File: config.mk
export PLATFORM = sky130hd
export DESIGN_NAME = ebt_turnaround_seq
export DESIGN_NICKNAME = d
export VERILOG_FILES = /design/src/rtl/ebt_pkg.sv /design/src/rtl/ebt_cfg_reg.sv /design/src/rtl/ebt_hazard.sv /design/src/rtl/ebt_seq_fsm.sv /design/src/rtl/ebt_strobe_gen.sv /design/src/rtl/ebt_turnaround_seq.sv
export SDC_FILE = /design/constraint.sdc
export NUM_CORES = 1
export LEC_CHECK = 0
export ABC_AREA = 1
export CORE_AREA = 2 2 55 57
export CTS_CLUSTER_DIAMETER = 80
export DETAILED_ROUTE_END_ITERATION = 10
export DIE_AREA = 0 0 57 59
export DONT_BUFFER_PORTS = 1
export PLACE_DENSITY = 0.63
export SYNTH_ARGS = -nofsm -noshare
export SYNTH_HDL_FRONTEND = slang
export SYNTH_SLANG_ARGS = --single-unit
File: constraint.sdc
create_clock -name clk -period 2.1 [get_ports clk]
set_clock_uncertainty 0.2 [all_clocks]
set_input_delay 0 -clock clk [delete_from_list [all_inputs] [get_ports clk]]
set_output_delay 0 -clock clk [all_outputs]
set_load 0.01 [all_outputs]
File: src/rtl/ebt_pkg.sv
package ebt_pkg;

   typedef enum logic [2:0] {
      BS_IDLE = 3'd0,
      BS_TI   = 3'd1,
      BS_T1   = 3'd2,
      BS_T2   = 3'd3,
      BS_T3   = 3'd4
   } bus_st_e;

   localparam int BS_W = 3;

endpackage

File: src/rtl/ebt_cfg_reg.sv
module ebt_cfg_reg #(
   parameter bit RR_RESET = 1'b1,
   parameter bit RW_RESET = 1'b1
) (
   input  logic clk,
   input  logic rst_n,
   input  logic we,
   input  logic rr_in,
   input  logic rw_in,
   output logic rr_en,
   output logic rw_en
);

   always_ff @(posedge clk or negedge rst_n) begin
      if (!rst_n) begin
         rr_en <= RR_RESET;
         rw_en <= RW_RESET;
      end else if (we) begin
         rr_en <= rr_in;
         rw_en <= rw_in;
      end
   end

endmodule

File: src/rtl/ebt_hazard.sv
module ebt_hazard #(
   parameter int AREA_W   = 3,
   parameter bit RR_GUARD = 1'b1
) (
   input  logic              prev_valid,
   input  logic              prev_write,
   input  logic [AREA_W-1:0] prev_area,
   input  logic              nxt_write,
   input  logic [AREA_W-1:0] nxt_area,
   input  logic              rr_en,
   input  logic              rw_en,
   output logic              insert
);

   logic prev_read;
   logic rw_hit;
   logic rr_hit;

   assign prev_read = prev_valid && !prev_write;
   assign rw_hit    = prev_read && nxt_write && rw_en;

   generate
      if (RR_GUARD) begin : g_rr
         assign rr_hit = prev_read && !nxt_write && rr_en && (prev_area != nxt_area);
      end else begin : g_no_rr
         assign rr_hit = 1'b0;
      end
   endgenerate

   assign insert = rw_hit || rr_hit;

endmodule

File: src/rtl/ebt_seq_fsm.sv
module ebt_seq_fsm
   import ebt_pkg::*;
#(
   parameter int ADDR_W = 16,
   parameter int AREA_W = 3
) (
   input  logic              clk,
   input  logic              rst_n,
   input  logic              accept,
   input  logic              insert,
   input  logic              req_write,
   input  logic              req_long,
   input  logic [AREA_W-1:0] req_area,
   input  logic [ADDR_W-1:0] req_addr,
   output bus_st_e           st,
   output logic              cur_write,
   output logic              cur_long,
   output logic [AREA_W-1:0] cur_area,
   output logic [ADDR_W-1:0] cur_addr,
   output logic              last
);

   bus_st_e st_nxt;
   bus_st_e start_st;

   assign last     = ((st == BS_T2) && !cur_long) || (st == BS_T3);
   assign start_st = insert ? BS_TI : BS_T1;

   always_comb begin
      st_nxt = st;
      unique case (st)
         BS_IDLE: if (accept) st_nxt = start_st;
         BS_TI:   st_nxt = BS_T1;
         BS_T1:   st_nxt = BS_T2;
         BS_T2:   if (cur_long) st_nxt = BS_T3;
                  else st_nxt = accept ? start_st : BS_IDLE;
         BS_T3:   st_nxt = accept ? start_st : BS_IDLE;
         default: st_nxt = BS_IDLE;
      endcase
   end

   always_ff @(posedge clk or negedge rst_n) begin
      if (!rst_n) begin
         st        <= BS_IDLE;
         cur_write <= 1'b0;
         cur_long  <= 1'b0;
         cur_area  <= '0;
         cur_addr  <= '0;
      end else begin
         st <= st_nxt;
         if (accept) begin
            cur_write <= req_write;
            cur_long  <= req_long;
            cur_area  <= req_area;
            cur_addr  <= req_addr;
         end
      end
   end

endmodule

File: src/rtl/ebt_strobe_gen.sv
module ebt_strobe_gen
   import ebt_pkg::*;
(
   input  bus_st_e st,
   input  logic    cur_write,
   output logic    rd_n,
   output logic    wr_n
);

   logic in_access;
   logic in_data;

   assign in_access = (st == BS_T1) || (st == BS_T2) || (st == BS_T3);
   assign in_data   = (st == BS_T2) || (st == BS_T3);

   assign rd_n = !(in_access && !cur_write);
   assign wr_n = !(in_data && cur_write);

endmodule

File: src/rtl/ebt_turnaround_seq.sv
module ebt_turnaround_seq
   import ebt_pkg::*;
#(
   parameter int ADDR_W   = 16,
   parameter int AREA_W   = 3,
   parameter bit RR_GUARD = 1'b1
) (
   input  logic              clk,
   input  logic              rst_n,
   input  logic              cfg_we,
   input  logic              cfg_rr_en,
   input  logic              cfg_rw_en,
   input  logic              req_valid,
   output logic              req_ready,
   input  logic [AREA_W-1:0] req_area,
   input  logic              req_write,
   input  logic              req_long,
   input  logic [ADDR_W-1:0] req_addr,
   output logic [BS_W-1:0]   bus_state,
   output logic              rd_n,
   output logic              wr_n,
   output logic [ADDR_W-1:0] bus_addr,
   output logic              done
);

   generate
      if (ADDR_W < 1 || ADDR_W > 64) begin : g_bad_addr_w
         $error("ebt_turnaround_seq: ADDR_W out of range");
      end
      if (AREA_W < 1 || AREA_W > 8) begin : g_bad_area_w
         $error("ebt_turnaround_seq: AREA_W out of range");
      end
   endgenerate

   bus_st_e           st;
   logic              cur_write;
   logic              cur_long;
   logic [AREA_W-1:0] cur_area;
   logic              last;
   logic              accept;
   logic              insert;
   logic              rr_en;
   logic              rw_en;

   assign req_ready = (st == BS_IDLE) || last;
   assign accept    = req_valid && req_ready;
   assign done      = last;
   assign bus_state = st;

   ebt_cfg_reg #(
      .RR_RESET (1'b1),
      .RW_RESET (1'b1)
   ) u_cfg (
      .clk   (clk),
      .rst_n (rst_n),
      .we    (cfg_we),
      .rr_in (cfg_rr_en),
      .rw_in (cfg_rw_en),
      .rr_en (rr_en),
      .rw_en (rw_en)
   );

   ebt_hazard #(
      .AREA_W   (AREA_W),
      .RR_GUARD (RR_GUARD)
   ) u_haz (
      .prev_valid (last),
      .prev_write (cur_write),
      .prev_area  (cur_area),
      .nxt_write  (req_write),
      .nxt_area   (req_area),
      .rr_en      (rr_en),
      .rw_en      (rw_en),
      .insert     (insert)
   );

   ebt_seq_fsm #(
      .ADDR_W (ADDR_W),
      .AREA_W (AREA_W)
   ) u_fsm (
      .clk       (clk),
      .rst_n     (rst_n),
      .accept    (accept),
      .insert    (insert),
      .req_write (req_write),
      .req_long  (req_long),
      .req_area  (req_area),
      .req_addr  (req_addr),
      .st        (st),
      .cur_write (cur_write),
      .cur_long  (cur_long),
      .cur_area  (cur_area),
      .cur_addr  (bus_addr),
      .last      (last)
   );

   ebt_strobe_gen u_strb (
      .st        (st),
      .cur_write (cur_write),
      .rd_n      (rd_n),
      .wr_n      (wr_n)
   );

endmodule

==> results.tsv, run 1 <==
stage	metric	value	unit
synth	synth_top_area_frac	0.504	
timing	period_minus_slack	1.97	ns
synth	seq_area_frac_synth	0.548	
power	total_power	0.00239	W
synth	syn_area	0.00119	mm²
synth	avgSynthCellArea	8.57	µm²
timing	hold_violations	0	
timing	tns	0	ns
cells_and_area	fin_nets	211	
synth	synth_area_leaders	dfrtp_1 (50%), nand2_1 (16%), nand3_1 (8.0%)	
cts	clk_pin_slew_worst_paths	0.14	ns
route	route.antenna.remaining_nets	0	
cts	ctsHtreeMaxLevel	1	
synth	synth_most_common_cell	nand2_1	
worst_setup_path	cp_max_fo	8	
timing	rsz0062_at_grt	no	
timing	max_clock_freq	0.507	GHz
synth	synth_nets	166	
cells_and_area	area_growth	45.5	%
cts	ctsLongestPathBuffers	2	
global_route	grt_pass1_vias	1027	
route	wire_per_inst	13.6	µm
placed_design	place_hpwl	1640	µm
power	power_switching	0.000940	W
synth	yosys_warnings	0	
cts	cts_made_buffers	3	
synth	synth_seq_cells	26	
worst_setup_path	crit_type	flop to flop	
die	core_area	0.00271	mm²
global_route	grt_pass1_wl	4350	µm
die	chipHeight	59	µm
worst_setup_path	reg2reg_depth	10	
power	p_sw_frac	0.393	
synth	yosysTopAreaCell	dfrtp_1	
power	power_density	1380	mW/mm²
route	vias	1062	
die	ios	50	
synth	synth_cell_types	20	
synth	synth-edff-count	0	
global_route	grt_use_total	0.169	
power	p_comb_frac	0.452	
global_route	overflow	0	
placed_design	port_buffers	0	
timing	maxSlewHeadroom	0.305	
route	firstDrtPassIters	5	
timing	finalCritPeriodShare	0.939	
timing	tightest_slew	1.04	ns
synth	yosys_most_used_dff	dfrtp_1	
die	dieArea	0.00336	mm²
synth	synth_common_cells	nand2_1 (52), dfrtp_1 (24), nand3_1 (19)	
cts	cts_tree	built	
placed_design	preCtsSetupSlack	0.495	ns
synth	synthCells	139	
worst_setup_path	required	2.17	ns
worst_setup_path	critPathCaptureType	flop	
run_status	status	complete, no violations	
power	p_int	0.00145	W
worst_hold_path	worstHoldPathCells	3	
placed_design	gp_congestion	0.802	
job	cap_violations	0	
global_route	antenna_found_initial	0	
worst_setup_path	crit_path_start_kind	flop	
die	initial_core_util	0.440	
placed_design	place_inst	166	
cells_and_area	final.fill_count	254	
synth	async_flop_share	1.00	
power	vdd_drop_max	1.08	mV
worst_setup_path	critPathArrivalTime	2.04	ns
die	die_x	57	µm
cts	clock-sinks	26	
route	drcViolationCount	0	
power	p_leak	0.885	nW
cells_and_area	antenna_cells	0	
power	pwr-share-seq	0.407	
worst_hold_path	hold_path.class	primary input to flop	
route	avgViaCountPerCell	4.96	
global_route	grt_max_degree	29	
cells_and_area	drive_above_1_share	0.175	
route	dr.first_iter.drc_count	39	
power	clockPowerShare	0.141	
route	finalWirelength	2900	µm
timing	fin_ws	0.127	ns
cells_and_area	final_cells	214	
timing	slew_viol_final	0	
cts	clock_latency	0.32	ns
timing	setup_viol	0	
cts	cts-root-buf	clkbuf_4	
die	row_count	19	
-- registers in the layout (all words and copies together) (netlist names) --
register         cells
u_fsm.cur_addr      16
u_fsm.st             3
u_fsm.cur_area       3
u_fsm.cur_write      1
u_cfg.rr_en          1
u_fsm.cur_long       1
u_cfg.rw_en          1
-- critical path, cell delays in order, from the launching register on --
cell       delay (ns)
dfrtp_1          0.46
nand2_2          0.10
nor2_4           0.13
inv_2            0.06
o21ai_4          0.28
buf_4            0.18
buf_4            0.10
buf_4            0.10
clkbuf_16        0.13
nand3_1          0.07
nand2_1          0.11
-- what timing repair did --
action | in CTS | in global routing
hold buffers | 31 | 1
endpoints found under the setup margin | 0 | 1
hold endpoints to repair | 51 | 23
resized for setup | 0 | 4
setup buffers | 0 | 10
-- path summary, 6_finish.rpt --
path | from | end | slack (ns)
max | u_fsm.st[1] | u_fsm.cur_addr[0] | 0.13
min | req_addr[3] | u_fsm.cur_addr[3] | 0.15
max reg2reg | u_fsm.st[1] | u_fsm.cur_addr[0] | 0.13
min reg2reg | u_fsm.cur_area[1] | u_fsm.cur_area[1] | 0.33
max in group asynchronous | rst_n | u_fsm.cur_long | 0.29
min in group asynchronous | rst_n | u_cfg.rw_en | 0.61
-- cells in the final DEF (no fill, tap or decap), types with 2 or more instances in the layout --
cell type and instances:
inv_1 13, buf_4 10, mux2_2 2, o21ai_0 5, o21ai_2 3, dfrtp_1 24
clkbuf_4 3, nand3_1 19, clkbuf_16 2, nand2_1 52, dlygate4sd3_1 30, buf_12 2
dfstp_2 2, nor2_1 6, a21oi_1 2
-- power by group through the flow --
stage / logic [W] / registers, W / clock network [W]
5_1_grt: 0.00122 / 0.00101 / 0.000367
4_1_cts: 0.000725 / 0.000979 / 0.000346
3_5_place_dp: 0.000646 / 0.000987 / 0
6_report: 0.00108 / 0.000975 / 0.000338
3_3_place_gp: 0.000619 / 0.000984 / 0
2_1_floorplan: 0.000569 / 0.000941 / 0
-- per-stage QoR --
stage | utilization | hold WS (ns) | area, µm²
CTS | 0.581 | -0.405 | 1580
global route | 0.639 | 0.143 | 1730
detailed placement | 0.444 | -0.495 | 1200
global placement | 0.444 | -0.495 | 1200
finish | 0.639 | 0.154 | 1730
floorplan | - | -0.496 | 1190
-- metal layers --
| layer | vias up | wire length [µm] | track usage |
|---|---|---|---|
| met5 | - | 0 | 0 |
| met3 | 2 | 200 | 0.0633 |
| li1 | 525 | - | - |
| met2 | 38 | 1490 | 0.323 |
| met1 | 497 | 1210 | 0.174 |
| met4 | 0 | 10 | 0.0399 |
-- area by class of cell --
| type | count | area, µm² | share of cell area |
|---|---|---|---|
| repair buffers | 44 | 465 | 0.269 |
| flip-flops and latches | 26 | 653 | 0.377 |
| well taps | 31 | 38.8 | 0.0224 |
| multi-input cells | 95 | 470 | 0.271 |
| inverters | 14 | 52.6 | 0.0303 |
| clock inverters | 1 | 30.0 | 0.0173 |
| clock buffers | 3 | 22.5 | 0.0130 |
-- cells by family (layout without fill, tap and decap cells) --
family,Yosys count,in the layout,share of synthesized area
and+or+nand+nor,80,81,0.287
AOI/OAI and AO/OA,12,12,0.0725
muxes,2,2,0.0189
DFF,26,26,0.548
buffers and inverters,19,62,0.0735
(Power assumes the default switching activity.)
==> inputs of run 2 (changes only) <==
--- a/config.mk
+++ b/config.mk
@@ -6,12 +6,14 @@
 export NUM_CORES = 1
 export LEC_CHECK = 0
 export ABC_AREA = 1
-export CORE_AREA = 2 2 55 57
+export ABC_CLOCK_PERIOD_IN_PS = 2100
+export CORE_AREA = 2 2 50 52
 export CTS_CLUSTER_DIAMETER = 80
 export DETAILED_ROUTE_END_ITERATION = 10
-export DIE_AREA = 0 0 57 59
+export DIE_AREA = 0 0 52 54
 export DONT_BUFFER_PORTS = 1
-export PLACE_DENSITY = 0.63
+export PLACE_DENSITY = 0.73
+export SLEW_MARGIN = 20
 export SYNTH_ARGS = -nofsm -noshare
 export SYNTH_HDL_FRONTEND = slang
 export SYNTH_SLANG_ARGS = --single-unit
==> results.tsv, run 2 (synthesized netlist as in run 1, its figures left out) <==
stage	metric	value	unit	change
run_status	status	finished with violations		was complete, no violations
run_status	violations	negative setup slack		
cells_and_area	reg_top3	u_fsm.cur_addr (16), u_fsm.cur_area (3), u_fsm.st (3)		unchanged
power	p_sw_frac	0.416		was 0.393
die	core_area	0.00232	mm²	was 0.00271 mm²
global_route	grt_pass1_wl	4660	µm	was 4350 µm
worst_setup_path	required	2.18	ns	was 2.17 ns
route	firstDrtPassIters	4		was 5
timing	maxSlewHeadroom	0.638		was 0.305
timing	hold_violations	0		unchanged
timing	rsz0062_at_grt	yes		was no
worst_setup_path	cp_top_family	buffers and inverters		unchanged
global_route	grt_use_met1	0.242		was 0.174
placed_design	port_buffers	0		unchanged
timing	tightest_slew	0.543	ns	was 1.04 ns
worst_setup_path	reg2reg_depth	8		was 10
job	cap_violations	0		unchanged
cells_and_area	drive_above_1_share	0.158		was 0.175
power	vdd_drop_max	0.942	mV	was 1.08 mV
global_route	grt_max_degree	29		unchanged
worst_hold_path	hold_path.class	primary input to asynchronous set/reset pin		was primary input to flop
worst_setup_path	cp_slowest_stage_delay	0.54	ns	was 0.46 ns
power	power_switching	0.000979	W	was 0.000940 W
worst_setup_path	cp_max_fo	10		was 8
power	p_int	0.00138	W	was 0.00145 W
cts	cts-root-buf	clkbuf_4		unchanged
timing	slew_viol_final	0		unchanged
global_route	grtUsageMet3	0.0333		was 0.0633
timing	period_minus_slack	2.15	ns	was 1.97 ns
placed_design	preCtsSetupSlack	0.512	ns	was 0.495 ns
global_route	overflow	0		unchanged
die	row_count	18		was 19
cells_and_area	final_common_cell	nand2_1		unchanged
worst_setup_path	rr_endpoint	u_fsm.cur_addr[4]		was u_fsm.cur_addr[0]
power	power_density	1320	mW/mm²	was 1380 mW/mm²
worst_setup_path	crit_path_start_kind	flop		unchanged
worst_setup_path	reg2reg_slack	-0.05	ns	was 0.13 ns
timing	max_clock_freq	0.466	GHz	was 0.507 GHz
route	avgViaCountPerCell	5.18		was 4.96
worst_setup_path	critPathCaptureType	flop		unchanged
worst_setup_path	timing.rr.start	u_fsm.st[1]		unchanged
global_route	busiest_layer	met2		unchanged
worst_setup_path	path_buf_inv	3		was 5
power	p_comb_frac	0.473		was 0.452
cts	clock_latency	0.33	ns	was 0.32 ns
power	total_power	0.00236	W	was 0.00239 W
cells_and_area	layout_common_cells	nand2_1 (52), dlygate4sd3_1 (34), dfrtp_1 (24)		was nand2_1 (52), dlygate4sd3_1 (30), dfrtp_1 (24)
worst_setup_path	crit_slowest_cell	dlygate4sd3_1		was dfrtp_1
timing	finalCritPeriodShare	1.02		was 0.939
die	ios	50		unchanged
cts	clk_pin_slew_worst_paths	0.14	ns	about the same
timing	tns	-0.195	ns	was 0 ns
global_route	grt_pass1_vias	1105		was 1027
placed_design	gp_congestion	0.753		was 0.802
die	initial_core_util	0.513		was 0.440
cts	ctsHtreeMaxLevel	1		unchanged
timing	fin_ws	-0.0458	ns	was 0.127 ns
route	wire_per_inst	15.3	µm	was 13.6 µm
cts	clock-sinks	26		unchanged
power	p_leak	0.908	nW	was 0.885 nW
cells_and_area	regMostFlops	u_fsm.cur_addr		unchanged
worst_setup_path	crit_type	flop to flop		unchanged
route	finalWirelength	3370	µm	was 2900 µm
global_route	grt_use_met2	0.456		was 0.323
route	dr.first_iter.drc_count	32		was 39
placed_design	place_hpwl	1600	µm	was 1640 µm
power	pwr-share-seq	0.415		was 0.407
cells_and_area	fin_nets	218		was 211
route	drcViolationCount	0		unchanged
worst_setup_path	critPathArrivalTime	2.23	ns	was 2.04 ns
power	clockPowerShare	0.112		was 0.141
cts	cts_tree	built		unchanged
global_route	antenna_found_initial	0		unchanged
route	vias	1140		was 1062
global_route	grt_use_total	0.228		was 0.169
die	dieArea	0.00281	mm²	was 0.00336 mm²
cts	cts_made_buffers	3		unchanged
die	chipHeight	54	µm	was 59 µm
cells_and_area	area_growth	49.7	%	was 45.5%
timing	setup_viol	5		was 0
die	die_x	52	µm	was 57 µm
cells_and_area	largest_register_ffs	16		unchanged
cells_and_area	antenna_cells	0		unchanged
worst_setup_path	worstPathCellList	nand2_2, nor2_4, inv_2, o21ai_4, buf_12, nand3_1, nand2_1, dlygate4sd3_1		was nand2_2, nor2_4, inv_2, o21ai_4, buf_4, buf_4, buf_4, clkbuf_16, nand3_1, nand2_1
route	route.antenna.remaining_nets	0		unchanged
cts	ctsLongestPathBuffers	2		unchanged
[run 2: changes by cell type in the layout (fill, tap and decap cells not counted), sizes merged]
cell and delta:
buf -1, bufinv -1, dlygate4sd3 +4, dlymetal6s4s +5
[run 2: final cells by class]
type | count | area (µm²)
sequential | 26 | 653
fill | 165 | 537
timing repair buffer | 51 | 533
multi-input combinational | 95 | 470
inverter | 14 | 52.6
tap | 30 | 37.5
clock buffer | 4 | 36.3
[run 2: routing by layer]
layer  up-vias  share of wire
met3         5          0.052
met4         0          0.013
met1       548           0.37
met5         -              0
met2        44           0.56
li1        543              -
[run 2: worst min-delay path, delay by kind of cell]
family	cells	cell delay [ns]
buffers and inverters	3	1.13
[run 2: worst max-delay path by stage]
stage / end / slack [ns] / depth (start not counted) / from
after floorplan: u_fsm.cur_addr[0] / 0.55 / 8 / u_fsm.st[1]
after global placement: u_fsm.st[1] / 0.55 / 8 / u_fsm.st[1]
after detailed placement: u_fsm.st[1] / 0.51 / 8 / u_fsm.st[1]
after CTS: u_fsm.cur_addr[4] / 0.01 / 8 / u_fsm.st[1]
after global routing: u_fsm.cur_addr[12] / -0.13 / 8 / u_fsm.st[1]
final: u_fsm.cur_addr[4] / -0.05 / 8 / u_fsm.st[1]
[run 2: timing repair]
action                     in CTS  in global routing
setup endpoints to repair       0                 13
hold endpoints to repair       51                  8
hold buffers                   43                  1
resized for setup               0                  9
buffers inserted                0                  8
[run 2: metrics by stage]
step           area (µm²)  hold WS [ns]   util  instances
4_1_cts              1680         0.130  0.723        212
3_3_place_gp         1200        -0.495  0.518        165
3_5_place_dp         1200        -0.495  0.518        165
5_1_grt              1780         0.148  0.769        220
2_1_floorplan        1190        -0.496      -        139
6_report             1780         0.126  0.769        220
[run 2: power groups by stage]
stage,combinational (W),sequential (W),clock (W)
floorplan,0.000569,0.000941,0
global placement,0.000615,0.000982,0
detailed placement,0.000640,0.000987,0
CTS,0.000830,0.000979,0.000259
global route,0.00124,0.00100,0.000283
finish,0.00111,0.000979,0.000263
==> inputs of run 3 (changes only) <==
--- a/config.mk
+++ b/config.mk
@@ -5,7 +5,6 @@
 export SDC_FILE = /design/constraint.sdc
 export NUM_CORES = 1
 export LEC_CHECK = 0
-export ABC_AREA = 1
 export ABC_CLOCK_PERIOD_IN_PS = 2100
 export CORE_AREA = 2 2 50 52
 export CTS_CLUSTER_DIAMETER = 80
==> results.tsv, run 3 <==
stage	metric	value	unit	change
cts	clock_latency	0.32	ns	was 0.33 ns
global_route	overflow	0		unchanged
power	power_switching	0.000752	W	was 0.000979 W
power	clockPowerShare	0.151		was 0.112
worst_setup_path	crit_slowest_cell	dfrtp_1		was dlygate4sd3_1
global_route	grt_pass1_wl	3760	µm	was 4660 µm
cells_and_area	largest_register_ffs	16		unchanged
synth	synth_seq_cells	26		unchanged
synth	async_flop_share	1.00		unchanged
placed_design	gp_congestion	0.602		was 0.753
die	die_x	52	µm	unchanged
route	route.antenna.remaining_nets	0		unchanged
cts	ctsLongestPathBuffers	2		unchanged
power	power_density	1440	mW/mm²	was 1320 mW/mm²
synth	synth_common_cells	dfrtp_1 (24), mux2_4 (20), mux2_2 (3), nor2_1 (3), xor2_1 (3)		was nand2_1 (52), dfrtp_1 (24), nand3_1 (19)
die	initial_core_util	0.512		was 0.513
cts	clk_pin_slew_worst_paths	0.14	ns	about the same
power	p_comb_frac	0.391		was 0.473
timing	max_clock_freq	0.518	GHz	was 0.466 GHz
power	vdd_drop_max	0.827	mV	was 0.942 mV
cells_and_area	regArea	653	µm²	unchanged
worst_setup_path	critPathArrivalTime	1.95	ns	was 2.23 ns
route	finalWirelength	2290	µm	was 3370 µm
cts	cts_made_buffers	3		unchanged
worst_setup_path	critPathCaptureType	flop		unchanged
synth	synth_cell_types	22		was 20
timing	period_minus_slack	1.93	ns	was 2.15 ns
cts	ctsHtreeMaxLevel	1		unchanged
synth	synth_area_leaders	dfrtp_1 (51%), mux2_4 (25%), dfstp_2 (4.4%)		was dfrtp_1 (50%), nand2_1 (16%), nand3_1 (8.0%)
cts	clock-sinks	26		unchanged
synth	yosysTopAreaCell	dfrtp_1		unchanged
synth	seq_area_frac_synth	0.550		was 0.548
synth	avgSynthCellArea	15.8	µm²	was 8.57 µm²
cells_and_area	final_common_cell	dlygate4sd3_1		was nand2_1
global_route	grt_max_degree	27		was 29
die	chipHeight	54	µm	unchanged
synth	syn_area	0.00119	mm²	about the same
power	p_int	0.00150	W	was 0.00138 W
cts	post_cts_buffers	0		unchanged
cells_and_area	regMostFlops	u_fsm.cur_addr		unchanged
timing	maxSlewHeadroom	0.639		was 0.638
synth	yosys_most_used_dff	dfrtp_1		unchanged
job	cap_violations	0		unchanged
global_route	antenna_found_initial	0		unchanged
synth	synth-edff-count	0		unchanged
worst_setup_path	cp_max_fo	12		was 10
die	core_area	0.00232	mm²	unchanged
cells_and_area	fin_nets	135		was 218
worst_setup_path	worstPathCellList	and2_4, a21o_4, nand2_4, buf_12, mux2_4		was nand2_2, nor2_4, inv_2, o21ai_4, buf_12, nand3_1, nand2_1, dlygate4sd3_1
timing	slew_viol_final	0		unchanged
die	row_count	18		unchanged
worst_setup_path	cp_slowest_stage_delay	0.50	ns	was 0.54 ns
cts	cts-hold-fix-buffers	27		was 43
run_status	status	complete, no violations		was finished with violations
cells_and_area	drive_above_1_share	0.336		was 0.158
cells_and_area	final_area	0.00156	mm²	was 0.00178 mm²
cells_and_area	multiInputGateArea	508	µm²	was 470 µm²
cells_and_area	antenna_cells	0		unchanged
die	ios	50		unchanged
worst_hold_path	hold_path.class	primary input to asynchronous set/reset pin		unchanged
worst_setup_path	required	2.12	ns	was 2.18 ns
placed_design	port_buffers	0		unchanged
power	pwr-share-seq	0.458		was 0.415
global_route	grt_pass1_vias	821		was 1105
timing	tns	0	ns	was -0.195 ns
cts	cts-root-buf	clkbuf_4		unchanged
cts	cts.repair.resized	0		unchanged
route	drcViolationCount	0		unchanged
timing	tightest_slew	0.542	ns	was 0.543 ns
timing	hold_violations	0		unchanged
route	avgViaCountPerCell	5.38		was 5.18
timing	rsz0062_at_grt	no		was yes
worst_setup_path	crit_path_start_kind	flop		unchanged
die	dieArea	0.00281	mm²	unchanged
cells_and_area	reg_top3	u_fsm.cur_addr (16), u_fsm.cur_area (3), u_fsm.st (3)		unchanged
power	p_sw_frac	0.334		was 0.416
synth	synth_top_area_frac	0.506		was 0.504
synth	synthCells	75		was 139
placed_design	dpl_cell_area	0.00123	mm²	was 0.00120 mm²
timing	finalCritPeriodShare	0.920		was 1.02
timing	setup_viol	0		was 5
route	firstDrtPassIters	6		was 4
route	dr.first_iter.drc_count	3		was 32
route	vias	737		was 1140
synth	yosys_warnings	0		unchanged
power	p_leak	0.739	nW	was 0.908 nW
cells_and_area	layout_common_cells	dlygate4sd3_1 (27), dfrtp_1 (24), mux2_4 (20)		was nand2_1 (52), dlygate4sd3_1 (34), dfrtp_1 (24)
cells_and_area	area_growth	31.2	%	was 49.7%
cells_and_area	final.fill_count	157		was 165
synth	synth_nets	102		was 166
worst_setup_path	crit_type	flop to flop		unchanged
global_route	grt_use_total	0.189		was 0.228
route	wire_per_inst	16.7	µm	was 15.3 µm
synth	synth_most_common_cell	dfrtp_1		was nand2_1
cts	cts_tree	built		unchanged
-- run 3: area by class of cell --
cell class	count	area share
inverter	1	0.00241
clock buffer	3	0.0145
multi-input combinational	46	0.326
timing repair buffer	30	0.194
clock inverter	1	0.0193
tap	30	0.0241
sequential	26	0.419
-- run 3: power by group through the flow --
stage               Combinational, W  Clock (W)  Sequential, W
floorplan                   0.000722          0       0.000991
global placement            0.000787          0        0.00103
detailed placement          0.000835          0        0.00104
CTS                         0.000886   0.000347        0.00103
global route                0.000952   0.000368        0.00107
finish                      0.000879   0.000338        0.00103
-- run 3: per-layer routing --
layer,wire length (µm),global-route usage,vias up
li1,-,-,330
met1,851,0.215,372
met2,1260,0.335,31
met3,144,0.0444,4
met4,34,0.0921,0
met5,0,0,-
-- run 3: kinds of logic (layout without fill, tap and decap cells) --
family,Yosys count,in the layout,share of synthesized area
AO/OA/AOI/OAI,7,7,0.0453
XOR/XNOR,4,4,0.0295
buffers and inverters,3,35,0.0221
flip-flops,26,26,0.550
multiplexers,24,24,0.290
AND/OR/NAND/NOR,11,11,0.0632
-- run 3: path summary, 6_finish.rpt --
check	start	end	slack, ns	depth (start not counted)
hold reg to reg	u_fsm.cur_long	u_fsm.st[2]	0.33	1
setup / recovery	u_fsm.st[1]	u_fsm.cur_area[0]	0.17	5
setup reg to reg	u_fsm.st[1]	u_fsm.cur_area[0]	0.17	5
min in group clk	req_area[1]	u_fsm.st[1]	0.05	4
hold / removal	rst_n	u_fsm.cur_write	0.00002	2
max in group asynchronous	rst_n	u_cfg.rr_en	1.32	2
-- run 3: critical path: cells and delay by family, from the launching register on --
family,cells,cell delay [ns]
compound gates,1,0.23
buf+inv,1,0.19
flops,1,0.50
simple gates,2,0.41
mux,1,0.30
-- run 3: metrics by stage --
step / hold WS (ns) / power, W / std cells / utilization / setup WS, ns
after floorplan: -0.496 / 0.00171 / 75 / - / 0.373
after global placement: -0.494 / 0.00182 / 105 / 0.530 / 0.223
after detailed placement: -0.494 / 0.00187 / 105 / 0.530 / 0.175
after CTS: 0.0372 / 0.00227 / 136 / 0.669 / 0.159
after global routing: 0.0406 / 0.00239 / 137 / 0.672 / 0.0948
final: 0.0000226 / 0.00225 / 137 / 0.672 / 0.169
